File: src/rtl/xbus_zone_ctl.sv
module xbus_zone_ctl #(
  parameter int DW  = 16,
  parameter int XAW = 19
) (
  input  logic           clk,
  input  logic           rst_n,
  input  logic           req_valid,
  input  logic           req_we,
  input  logic [21:0]    req_addr,
  input  logic [DW-1:0]  req_wdata,
  output logic           req_ready,
  output logic           rsp_valid,
  output logic [DW-1:0]  rsp_rdata,
  input  logic           cfg_we,
  input  logic [2:0]     cfg_sel,
  input  logic [9:0]     cfg_wdata,
  input  logic           mode_pin,
  output logic [XAW-1:0] xa,
  output logic [DW-1:0]  xd_out,
  output logic           xd_oe,
  input  logic [DW-1:0]  xd_in,
  output logic           xbus_oe,
  output logic           xcs0_n,
  output logic           xcs1_n,
  output logic           xcs2_n,
  output logic           xcs67_n,
  output logic           xrd_n,
  output logic           xwe_n,
  output logic           xrnw,
  input  logic           xready,
  input  logic           xhold,
  output logic           xholda
);

  localparam int NZ = 5;

  typedef enum logic [2:0] {S_IDLE, S_LEAD, S_ACT, S_TRAIL, S_HELD} st_t;

  st_t            st;
  logic [4:0]     cnt;
  logic [2:0]     zone_q, zone_d;
  logic           hit_d;
  logic [XAW-1:0] addr_q;
  logic           we_q;
  logic [DW-1:0]  wd_q, rdata_q;
  logic [9:0]     tq, tsel;
  logic [9:0]     tim_q [NZ];
  logic           mode_q, rsp_q;
  logic           rdy1, rdy_s, hld1, hold_s;
  logic [1:0]     lead_m1;
  logic [4:0]     act_m1;
  logic           busy;

  always_comb begin
    hit_d  = 1'b1;
    zone_d = 3'd0;
    if (req_addr[21:13] == 9'd1)                 zone_d = 3'd0;
    else if (req_addr[21:13] == 9'd2)            zone_d = 3'd1;
    else if (req_addr[21:19] == 3'd1)            zone_d = 3'd2;
    else if (req_addr[21:20] == 2'd1)            zone_d = 3'd3;
    else if (mode_q && req_addr[21:14] == 8'hFF) zone_d = 3'd4;
    else                                         hit_d  = 1'b0;
  end

  always_comb begin
    case (zone_d)
      3'd0:    tsel = tim_q[0];
      3'd1:    tsel = tim_q[1];
      3'd2:    tsel = tim_q[2];
      3'd3:    tsel = tim_q[3];
      default: tsel = tim_q[4];
    endcase
  end

  assign lead_m1 = (tsel[1:0] == 2'd0) ? 2'd0 : tsel[1:0] - 2'd1;
  assign act_m1  = (tq[6:2] == 5'd0) ? 5'd0 : tq[6:2] - 5'd1;

  always_ff @(posedge clk) begin
    rdy1   <= xready;
    rdy_s  <= rdy1;
    hld1   <= xhold;
    hold_s <= hld1;
    rsp_q  <= 1'b0;
    if (!rst_n) begin
      st      <= S_IDLE;
      cnt     <= '0;
      zone_q  <= '0;
      addr_q  <= '0;
      we_q    <= 1'b0;
      wd_q    <= '0;
      tq      <= '0;
      rdata_q <= '0;
      mode_q  <= mode_pin;
      rdy1    <= 1'b0;
      rdy_s   <= 1'b0;
      hld1    <= 1'b0;
      hold_s  <= 1'b0;
      for (int i = 0; i < NZ; i++) tim_q[i] <= 10'h1FF;
    end else begin
      if (cfg_we) begin
        for (int i = 0; i < NZ; i++)
          if (cfg_sel == 3'(i)) tim_q[i] <= cfg_wdata;
        if (cfg_sel == 3'd5) mode_q <= cfg_wdata[8];
      end
      case (st)
        S_IDLE:
          if (hold_s) st <= S_HELD;
          else if (req_valid) begin
            if (hit_d) begin
              st     <= S_LEAD;
              zone_q <= zone_d;
              addr_q <= req_addr[XAW-1:0];
              we_q   <= req_we;
              wd_q   <= req_wdata;
              tq     <= tsel;
              cnt    <= {3'b0, lead_m1};
            end else begin
              rsp_q   <= 1'b1;
              rdata_q <= '0;
            end
          end
        S_LEAD:
          if (cnt == 5'd0) begin
            st  <= S_ACT;
            cnt <= act_m1;
          end else cnt <= cnt - 5'd1;
        S_ACT:
          if (cnt != 5'd0) cnt <= cnt - 5'd1;
          else if (!(tq[9] && !rdy_s)) begin
            rdata_q <= we_q ? '0 : xd_in;
            if (tq[8:7] == 2'd0) begin
              st    <= S_IDLE;
              rsp_q <= 1'b1;
            end else begin
              st  <= S_TRAIL;
              cnt <= {3'b0, tq[8:7] - 2'd1};
            end
          end
        S_TRAIL:
          if (cnt == 5'd0) begin
            st    <= S_IDLE;
            rsp_q <= 1'b1;
          end else cnt <= cnt - 5'd1;
        S_HELD:
          if (!hold_s) st <= S_IDLE;
        default: st <= S_IDLE;
      endcase
    end
  end

  assign busy      = (st == S_LEAD) || (st == S_ACT) || (st == S_TRAIL);
  assign req_ready = (st == S_IDLE) && !hold_s;
  assign rsp_valid = rsp_q;
  assign rsp_rdata = rdata_q;
  assign xa        = addr_q;
  assign xd_out    = wd_q;
  assign xd_oe     = busy && we_q;
  assign xbus_oe   = (st != S_HELD);
  assign xholda    = (st == S_HELD);
  assign xcs0_n    = !(busy && zone_q == 3'd0);
  assign xcs1_n    = !(busy && zone_q == 3'd1);
  assign xcs2_n    = !(busy && zone_q == 3'd2);
  assign xcs67_n   = !(busy && zone_q == 3'd3) & !(busy && zone_q == 3'd4);
  assign xrd_n     = !((st == S_ACT) && !we_q);
  assign xwe_n     = !((st == S_ACT) && we_q);
  assign xrnw      = !(busy && we_q);

endmodule

File: config.mk
export PLATFORM = sky130hd
export DESIGN_NAME = xbus_zone_ctl
export DESIGN_NICKNAME = d
export VERILOG_FILES = /design/src/rtl/xbus_zone_ctl.sv
export SDC_FILE = /design/constraint.sdc
export NUM_CORES = 1
export LEC_CHECK = 0
export BUFFER_PORTS_ARGS = -buffer_cell sky130_fd_sc_hd__buf_4
export CAP_MARGIN = 15
export CORE_ASPECT_RATIO = 0.9
export CORE_UTILIZATION = 35
export CTS_CLUSTER_SIZE = 12
export DETAILED_ROUTE_END_ITERATION = 10
export HOLD_SLACK_MARGIN = 0.03
export SLEW_MARGIN = 20
export SYNTH_ARGS = -nofsm -noshare
export SYNTH_HDL_FRONTEND = slang
export SYNTH_SLANG_ARGS = --single-unit
export TNS_END_PERCENT = 50
File: constraint.sdc
create_clock -name clk -period 2 [get_ports clk]
set_clock_uncertainty 0.15 [all_clocks]
set_input_delay 0.4 -clock clk [delete_from_list [all_inputs] [get_ports clk]]
set_output_delay 0.4 -clock clk [all_outputs]
set_load 0.02 [all_outputs]
# Word level (Yosys, flattened, before mapping)
# Memories as Yosys holds them, arrays and structs flattened.
# Cells that the tools add are included.
dict set report totals {
  reg_bits 79
  ramBits 50
  in_bits 75
  output_inout_bits 63
  elab_cells 180
  n_memories 1
}
# memory depth width read_ports rd_clocked_by_memory_dff wr line_no
set memory_table {}
lappend memory_table {tim_q 5 10 5 0 5 47} ;# logic [9:0] tim_q [NZ];
dict set report classes {
  add_sub_neg 4
  n_eq_ne 38
  n_mux 76
  n_bitwise 7
  n_reduce_logical 40
}
# operator n
set op_table {}
lappend op_table {{16-bit two-way mux} 6}
lappend op_table {{10-bit two-way mux} 5}
lappend op_table {{5-bit two-way mux} 9}
lappend op_table {{10-bit one-hot mux with 4 select lines} 1}
lappend op_table {{3-bit two-way mux} 13}
lappend op_table {{1-bit two-way mux} 36}
lappend op_table {{16-bit one-hot mux with 2 select lines} 1}
lappend op_table {{3-bit by 2-bit equality test with 1-bit output, second input constant} 8}
lappend op_table {{2-bit inequality test, second input constant} 10}
lappend op_table {{5-bit one-hot mux with 4 select lines} 1}
lappend op_table {{3-bit by 1-bit equality test with 1-bit output, second input constant} 5}
lappend op_table {{3-bit inequality test, second input constant} 5}
lappend op_table {{3-bit one-hot mux with 5 select lines} 1}
lappend op_table {{7-bit AND reduction} 2}
lappend op_table {{3-bit equality test, second input constant} 4}
lappend op_table {{3-bit zero test} 4}
lappend op_table {{1-bit logical AND} 11}
lappend op_table {{1-bit zero test} 11}
lappend op_table {{5-bit zero test} 2}
lappend op_table {{5-bit by 1-bit subtractor with 5-bit output, second input constant} 2}
lappend op_table {{9-bit by 1-bit equality test with 1-bit output, second input constant} 1}
lappend op_table {{9-bit by 2-bit equality test with 1-bit output, second input constant} 1}
lappend op_table {{8-bit equality test, second input constant} 1}
lappend op_table {{6-bit AND reduction} 1}
lappend op_table {{15 further kinds} 24}

# Longest topological paths before layout
# Gate-level depths: netlist (run 1).
dict set report logic_depth {
  word_depth 15
  mapped_depth 10
  depth_no_buf 8
}

# Worst setup path before layout (run 1)
# Ideal clock, no wire load.
dict set report synth_path {
  path_kind {register -> output}
  startpoint {register st[0]}
  endpoint {output xcs1_n}
  arrival_ns 1.545
  t_required_ns 1.450
  slack_ns -0.095
  path_stages_with_launch 4
  n_path_buf 1
  path_cell_list {dfxtp_1 -> clkbuf_1 -> o21ai_0 -> or4b_2}
}
dict set report synth_between {
  elab_chain_cells 5
  elab_cells_between_ends 7
}
# item line_no
set synth_lines {}
lappend synth_lines {{start, declared} 39} ;# st_t st;
lappend synth_lines {{start signal, assigned} 85} ;# st <= S_IDLE;
lappend synth_lines {{start signal, assigned} 107} ;# if (hold_s) st <= S_HELD;
lappend synth_lines {{start signal, assigned} 110} ;# st <= S_LEAD;
lappend synth_lines {{3-bit by 1-bit equality test with 1-bit output / 3-bit by 2-bit equality test with 1-bit output (equally long branches)} 151} ;# assign busy = (st == S_LEAD) || (st == S_ACT) || (st == S_TRAIL);
lappend synth_lines {{1-bit logical OR} 151}
lappend synth_lines {{1-bit logical OR (*)} 151}
lappend synth_lines {{1-bit logical AND (*)} 161} ;# assign xcs1_n = !(busy && zone_q == 3'd1);
lappend synth_lines {{1-bit zero test (*)} 161}
lappend synth_lines {{end, declared} 24} ;# output logic xcs1_n,
# Mark *: on every way between the ends. The rest lies on a longest branch, timed or not.

# Worst setup path after layout (run 1)
dict set report layout_path {
  startpoint {register cnt[0]}
  endpoint {register rdata_q[10] (netlist: rsp_rdata[10])}
}
dict set report layout_between {
  elab_chain_cells 3
}
# item line_no
set layout_lines {}
lappend layout_lines {{start, declared} 40} ;# logic [4:0] cnt;
lappend layout_lines {{start signal, assigned} 116} ;# cnt <= {3'b0, lead_m1};
lappend layout_lines {{start signal, assigned} 125} ;# cnt <= act_m1;
lappend layout_lines {{start signal, assigned} 126} ;# end else cnt <= cnt - 5'd1;
lappend layout_lines {{5-bit nonzero test} 128} ;# if (cnt != 5'd0) cnt <= cnt - 5'd1;
lappend layout_lines {{2-bit inequality test (no source line)} n/a}
lappend layout_lines {{6-bit AND reduction (no source line)} n/a}
lappend layout_lines {{end signal, assigned} 130} ;# rdata_q <= we_q ? '0 : xd_in;
lappend layout_lines {{end, declared} 45} ;# logic [DW-1:0] wd_q, rdata_q;
# No other way between the ends.
# A chain may end at the register's enable or synchronous reset.

==> results of run 1 <==
==> cells in the final DEF, fill, tap and decap left out, drive strengths merged, types with 10 or more instances in the layout <==
| master | count |
|---|---|
| a21boi | 38 |
| inv | 13 |
| nand4 | 17 |
| nand2 | 117 |
| clkbuf | 22 |
| a22oi | 10 |
| o21ai | 47 |
| o2111ai | 10 |
| nand3 | 24 |
| dfxtp | 76 |
| buf | 201 |
| nor2 | 16 |
| edfxtp | 51 |
| nand2b | 16 |
==> critical path: cells and delay by family, from the launching register on <==
family	cells	cell delay, ps
AND/OR/NAND/NOR	2	620
flip-flops	1	320
buffers and inverters	3	370
adder cells (fa/ha/maj)	1	140
AO/OA/AOI/OAI	2	390
==> cell families (layout without fill, tap and decap cells) <==
logic type | after synthesis | count (layout) | share of synthesized area [%]
AO/OA/AOI/OAI | 138 | 138 | 17.79
XOR/XNOR | 2 | 2 | 0.3239
adder cells (fa/ha/maj) | 3 | 3 | 0.6940
buffers and inverters | 51 | 248 | 4.164
flip-flops | 127 | 127 | 56.44
multiplexers | 2 | 2 | 0.4163
AND/OR/NAND/NOR | 227 | 227 | 20.17
==> path summary, 6_finish.rpt <==
check             startpoint       endpoint  cells past startpoint
setup reg to reg      cnt[0]  rsp_rdata[10]                      8
hold / removal         xhold           hld1                      2
hold reg to reg         rdy1          rdy_s                      1
setup / recovery      cnt[0]  rsp_rdata[10]                      8
==> metrics by stage <==
stage | worst slack (ps) | area, µm² | power, mW
floorplan | -15.79 | 5421 | 3.590
global placement | -168.5 | 6990 | 4.089
detailed placement | -189.9 | 6990 | 4.115
CTS | -67.37 | 7710 | 7.356
global route | -96.80 | 7840 | 7.726
finish | -51.17 | 7840 | 7.429
==> where the power goes <==
part	switching (mW)	total (mW)	leakage, nW	internal [mW]
clock network	1.09	3.16	0.291	2.07
logic	0.679	1.33	1.73	0.654
registers	0.0737	2.94	1.13	2.86
total	1.84	7.43	3.14	5.59
==> sequential cells by signal, indices dropped and copies added, names as in the netlist, 3 cells and up <==
| register | flops |
|---|---|
| rsp_rdata | 16 |
| xa | 19 |
| st | 3 |
| tq | 8 |
| zone_q | 3 |
| cnt | 5 |
| xd_out | 16 |
| tim_q | 50 |
==> cells in the mapped netlist (2+ instances only) <==
cell type  count  area (µm²)
ha_1           3       37.54
nand4_1       17       106.4
buf_2         12       60.06
edfxtp_1      51        1531
nand3_1       24       120.1
o211ai_1       5       37.54
or2_2          3       18.77
clkbuf_1      21       78.83
o21ai_1        8       40.04
buf_4          3       22.52
and2_1         6       37.54
o21ai_0       38       190.2
o32ai_1        2       17.52
nor3_1         9       45.04
nor4b_1        2       17.52
mux2_2         2       22.52
nand2b_1      16       100.1
o211a_1        2       20.02
nor2b_1        3       18.77
dfxtp_1       76        1521
inv_1         13       48.80
o311a_1        2       20.02
o2111ai_1     10       87.58
nand2_1      116       435.4
and3_1         4       25.02
a21boi_1      38       285.3
a211o_1        2       17.52
o31ai_1        4       30.03
a21oi_1        8       40.04
a22oi_1       10       75.07
nor2_1        16       60.06
==> layer usage <==
metal  up-vias  global-route usage (%)
met1      2269                   23.42
li1       2348                       -
met3        18                   4.563
met2       137                   32.33
met4         0                   7.543
met5         -                       0
==> timing repair <==
action,in CTS,in global routing
pin swaps,5,20
setup endpoints to repair,32,33
cloned,0,2
buffers inserted,7,3
resized for setup,21,29
==> layout make-up <==
class | instances | area (µm²) | share of cell area [%]
flip-flops and latches | 127 | 3059 | 39.02
multi-input cells | 372 | 2231 | 28.46
repair buffers | 203 | 1649 | 21.03
clock buffers | 20 | 436.7 | 5.570
well taps | 198 | 247.7 | 3.160
clock inverters | 12 | 167.7 | 2.139
inverters | 13 | 48.80 | 0.6224
==> out/results.ini, run 1 <==
[timing]
max_freq_ghz=0.4875
slew_headroom_pct=68.00
rsz0062_at_grt=yes
timing.hold.ws_ps=44.32
min_period_ps=2051
slew_viol_final=0
hold_viol=0
tightestPinTransition_ps=480.0
fin_tns_setup_ps=-144.8
fin_crit_sh_pct=102.6
final-setup-viol-count=9
setup_slack_ps=-51.17

[detailed_routing]
met3_length_um=716
met2_wirelength_um=7302
initialDrtViolationCount=156
drc=0
met1_length_um=6694
vias_per_cell=5.050
first_pass_iters=5
routed_wl_um=14960
wl_per_cell_um=15.83
route.vias.total=4772
routed.top_layer=met4
detail-route-antenna-nets=0

[global_routing]
antenna_found_initial=0
track_usage_pct=19.11
grt_pass1_wl_um=23660
grt_start_max_net_pins=72
first_global_vias=4742
overflow=0

[job]
maxCapViolations=0

[final_layout]
fill_cells=1355
insertedDiodeCount=0
synthToLayoutAreaGrowth_pct=44.95
final_cells=945
fin_util_pct=52.53
fin_nets=812
drive_gt1_share_pct=35.48

[synth]
ys_types=55
netlist_area_um2=5409
yosysWarnings=0
syn-num-nets=628
yosys_register_bits=127
async_flop_share_pct=0
yosys_most_used_dff=dfxtp_1
synth-edff-count=51
syn_area_per_cell_um2=9.834
yosysSeqAreaShare_pct=56.44
synthCells=550

[worst_setup_path]
crit_path_max_incr_delay_ps=530
end_kind=flip-flop
cp.arrival_ps=2240
startpoint_type=flip-flop
path_cells=inv_2, ha_4, or4b_4, o32ai_4, buf_12, clkbuf_16, nand4_1, o21ai_1
cp.required_ps=2190
worst-path-max-fanout=8
cpMaxStageDelayCell=or4b_4
reg2reg_slack_ps=-50
critPathKind=reg2reg

[power_and_ir_drop]
power.leakage_nw=3.144
peakVddDrop_mv=0.7205
p_per_area_nw_per_um2=947.5

[cts]
clock-sinks=127
clk_pin_slew_ps=50
clk_path_buf_depth=2
cts_made_buffers=17
ctsRootBufferMaster=clkbuf_16
cts_tree=built
htree_levels=4
clock_latency_ps=420
cts_hold_buf=0

[die]
dieArea_um2=15960
num_rows=42
die_x_um=133.0
start_util_pct=36.24
boundaryPins=138
die_h_um=119.9
placeableCoreArea_um2=14920

[place]
place.gp.congestion=0.8619
io_buffers=137
dp_cells=901
dp_hpwl_um=10480

[outcome]
status=finished, violations left
violations=negative setup slack

[hold_path]
hold_path_class=in2reg

(Power assumes the default switching activity.)
==> inputs of run 2 (changes only) <==
- SETUP_SLACK_MARGIN: default -> 0.1
- SLEW_MARGIN: 20 -> 15
==> out/results.ini, run 2 (synthesis results as in run 1) <==
[cts]
clock-sinks=127  ; unchanged
clk_path_buf_depth=2  ; unchanged
cts_tree=built
clk_pin_slew_ps=50  ; about the same
cts_made_buffers=17  ; unchanged
clock_latency_ps=420  ; about the same
htree_levels=4  ; unchanged
ctsRootBufferMaster=clkbuf_16

[detailed_routing]
first_pass_iters=4  ; -1
detail-route-antenna-nets=0  ; unchanged
routed_wl_um=14760  ; -1.3%
initialDrtViolationCount=187  ; +20%
wl_per_cell_um=15.54  ; -1.8%
route.vias.total=4752  ; -0.42%
drc=0  ; unchanged
vias_per_cell=5.002  ; -0.94%

[worst_setup_path]
worst-path-max-fanout=8  ; unchanged
cp.arrival_ps=2240  ; about the same
startpoint_type=flip-flop
critPathKind=reg2reg
cp.required_ps=2150  ; -40 ps
end_kind=flip-flop

[global_routing]
track_usage_pct=18.52  ; -0.59 points
grt_pass1_wl_um=22860  ; -3.4%
overflow=0  ; unchanged
grt_start_max_net_pins=69  ; -4.2%
first_global_vias=4660  ; -1.7%
antenna_found_initial=0  ; unchanged

[timing]
timing.hold.ws_ps=49.46  ; +5.140 ps
tightestPinTransition_ps=421.1  ; -58.87 ps
hold_viol=0  ; unchanged
max_freq_ghz=0.4794  ; -1.7%
setup_slack_ps=-85.75  ; -34.59 ps
final-setup-viol-count=19  ; +10
min_period_ps=2086  ; +34.58 ps
rsz0062_at_grt=yes
slew_headroom_pct=71.63  ; +3.6 points
fin_crit_sh_pct=104.3  ; +1.7 points
slew_viol_final=0  ; unchanged

[outcome]
violations=negative setup slack
status=finished, violations left

[power_and_ir_drop]
pwr-share-clk_pct=38.9  ; -3.6 points
pwr-share-comb_pct=20.3  ; +2.4 points
p_int_mw=5.336  ; -4.5%
p_sw_share_pct=25.95  ; +1.2 points
power.leakage_nw=3.221  ; +2.5%
peakVddDrop_mv=0.7089  ; -1.6%
p_per_area_nw_per_um2=894.8  ; -5.6%
seqPwrFrac_pct=40.8  ; +1.2 points
power_switching_mw=1.870  ; +1.6%

[place]
io_buffers=137  ; unchanged
dp_hpwl_um=9930  ; -5.3%
place.gp.congestion=0.8097  ; -6.1%

[die]
start_util_pct=36.24  ; unchanged
die_x_um=133.0  ; unchanged
placeableCoreArea_um2=14920  ; unchanged
die_h_um=119.9  ; unchanged
boundaryPins=138  ; unchanged
num_rows=42  ; unchanged
dieArea_um2=15960  ; unchanged

[final_layout]
seq_area_um2=3062  ; about the same
insertedDiodeCount=0  ; unchanged
fin_nets=817  ; +0.62%
top_register=tim_q
synthToLayoutAreaGrowth_pct=48.88
fill_cells=1316  ; -2.9%
final_cell_mix=182 x buf_4, 111 x nand2_1, 71 x dfxtp_1
mostFrequentLayoutCell=buf_4
drive_gt1_share_pct=38.70  ; +3.2 points
largest_reg_flops=50  ; unchanged
fin_util_pct=53.96  ; +1.4 points
multi_input_area_um2=2323  ; +4.2%

[job]
maxCapViolations=0  ; unchanged

[hold_path]
hold_path_class=in2reg

run 2: cell types whose count changed in the layout (fill, tap and decap cells not counted), moves of 2 or more:
| cell | before | now |
|---|---|---|
| a21boi_1 | 38 | 35 |
| a21boi_2 | 0 | 3 |
| buf_12 | 6 | 9 |
| buf_16 | 0 | 2 |
| buf_4 | 191 | 182 |
| buf_6 | 4 | 10 |
| bufinv_16 | 4 | 1 |
| clkbuf_16 | 19 | 21 |
| clkinv_2 | 4 | 6 |
| nand2_1 | 114 | 111 |
| nand2_2 | 2 | 5 |
| o21ai_1 | 24 | 13 |
| o21ai_2 | 2 | 13 |
run 2: what timing repair did:
item / in CTS / in global routing
cloned: 2 / 4
endpoints found under the hold margin: 0 / 0
buffers inserted: 9 / 5
gates resized for setup: 29 / 39
pin swaps: 11 / 18
hold buffers: 0 / 0
setup endpoints to repair: 32 / 79
run 2: area by class of cell:
cell class	count	area share, %
flip-flops and latches	127	38.02
multi-input cells	372	28.85
repair buffers	208	22.72
clock buffers	20	5.547
well taps	198	3.076
clock inverters	12	1.181
inverters	13	0.6060
run 2: power groups by stage:
| stage | combinational [mW] | clock [mW] | sequential [mW] |
|---|---|---|---|
| 2_1_floorplan | 0.621 | 0 | 3.03 |
| 5_1_grt | 1.58 | 2.96 | 2.96 |
| 3_3_place_gp | 1.13 | 0 | 2.98 |
| 4_1_cts | 1.32 | 2.86 | 2.94 |
| 6_report | 1.47 | 2.80 | 2.94 |
| 3_5_place_dp | 1.14 | 0 | 2.99 |
run 2: worst max-delay path: stages (launching register included):
cell and delay (ps):
dfxtp_2 320, inv_2 70, ha_4 120, or4b_4 500, o32ai_4 320, buf_12 160, buf_12 110, clkbuf_16 140
o21ai_1 70
run 2: layer usage:
| layer | part of all wire (%) | routed length (µm) | vias up | GRT usage (%) |
|---|---|---|---|---|
| li1 | - | - | 2361 | - |
| met1 | 45 | 6668 | 2252 | 23.16 |
| met2 | 49 | 7193 | 128 | 30.56 |
| met3 | 5.3 | 784 | 11 | 4.478 |
| met4 | 0.79 | 116 | 0 | 7.687 |
| met5 | 0 | 0 | - | 0 |
run 2: worst paths after layout:
check / cells after the start / to / from / slack [ps]
worst max-delay path: 8 / rsp_rdata[12] / cnt[1] / -90
worst min-delay path: 2 / rdy1 / xready / 50
worst max register to register: 8 / rsp_rdata[12] / cnt[1] / -90
worst min register to register: 1 / hold_s / hld1 / 280
run 2: per-stage QoR:
| stage | cells | TNS [ps] | setup WS [ps] | area, µm² | power [mW] |
|---|---|---|---|---|---|
| floorplan | 550 | 0 | 7.614 | 5515 | 3.652 |
| global placement | 898 | -3672 | -106.1 | 6995 | 4.106 |
| detailed placement | 898 | -8997 | -203.8 | 6995 | 4.128 |
| CTS | 941 | -718.1 | -69.62 | 7765 | 7.114 |
| global route | 950 | -2752 | -125.1 | 8053 | 7.500 |
| finish | 950 | -1136 | -85.75 | 8053 | 7.206 |
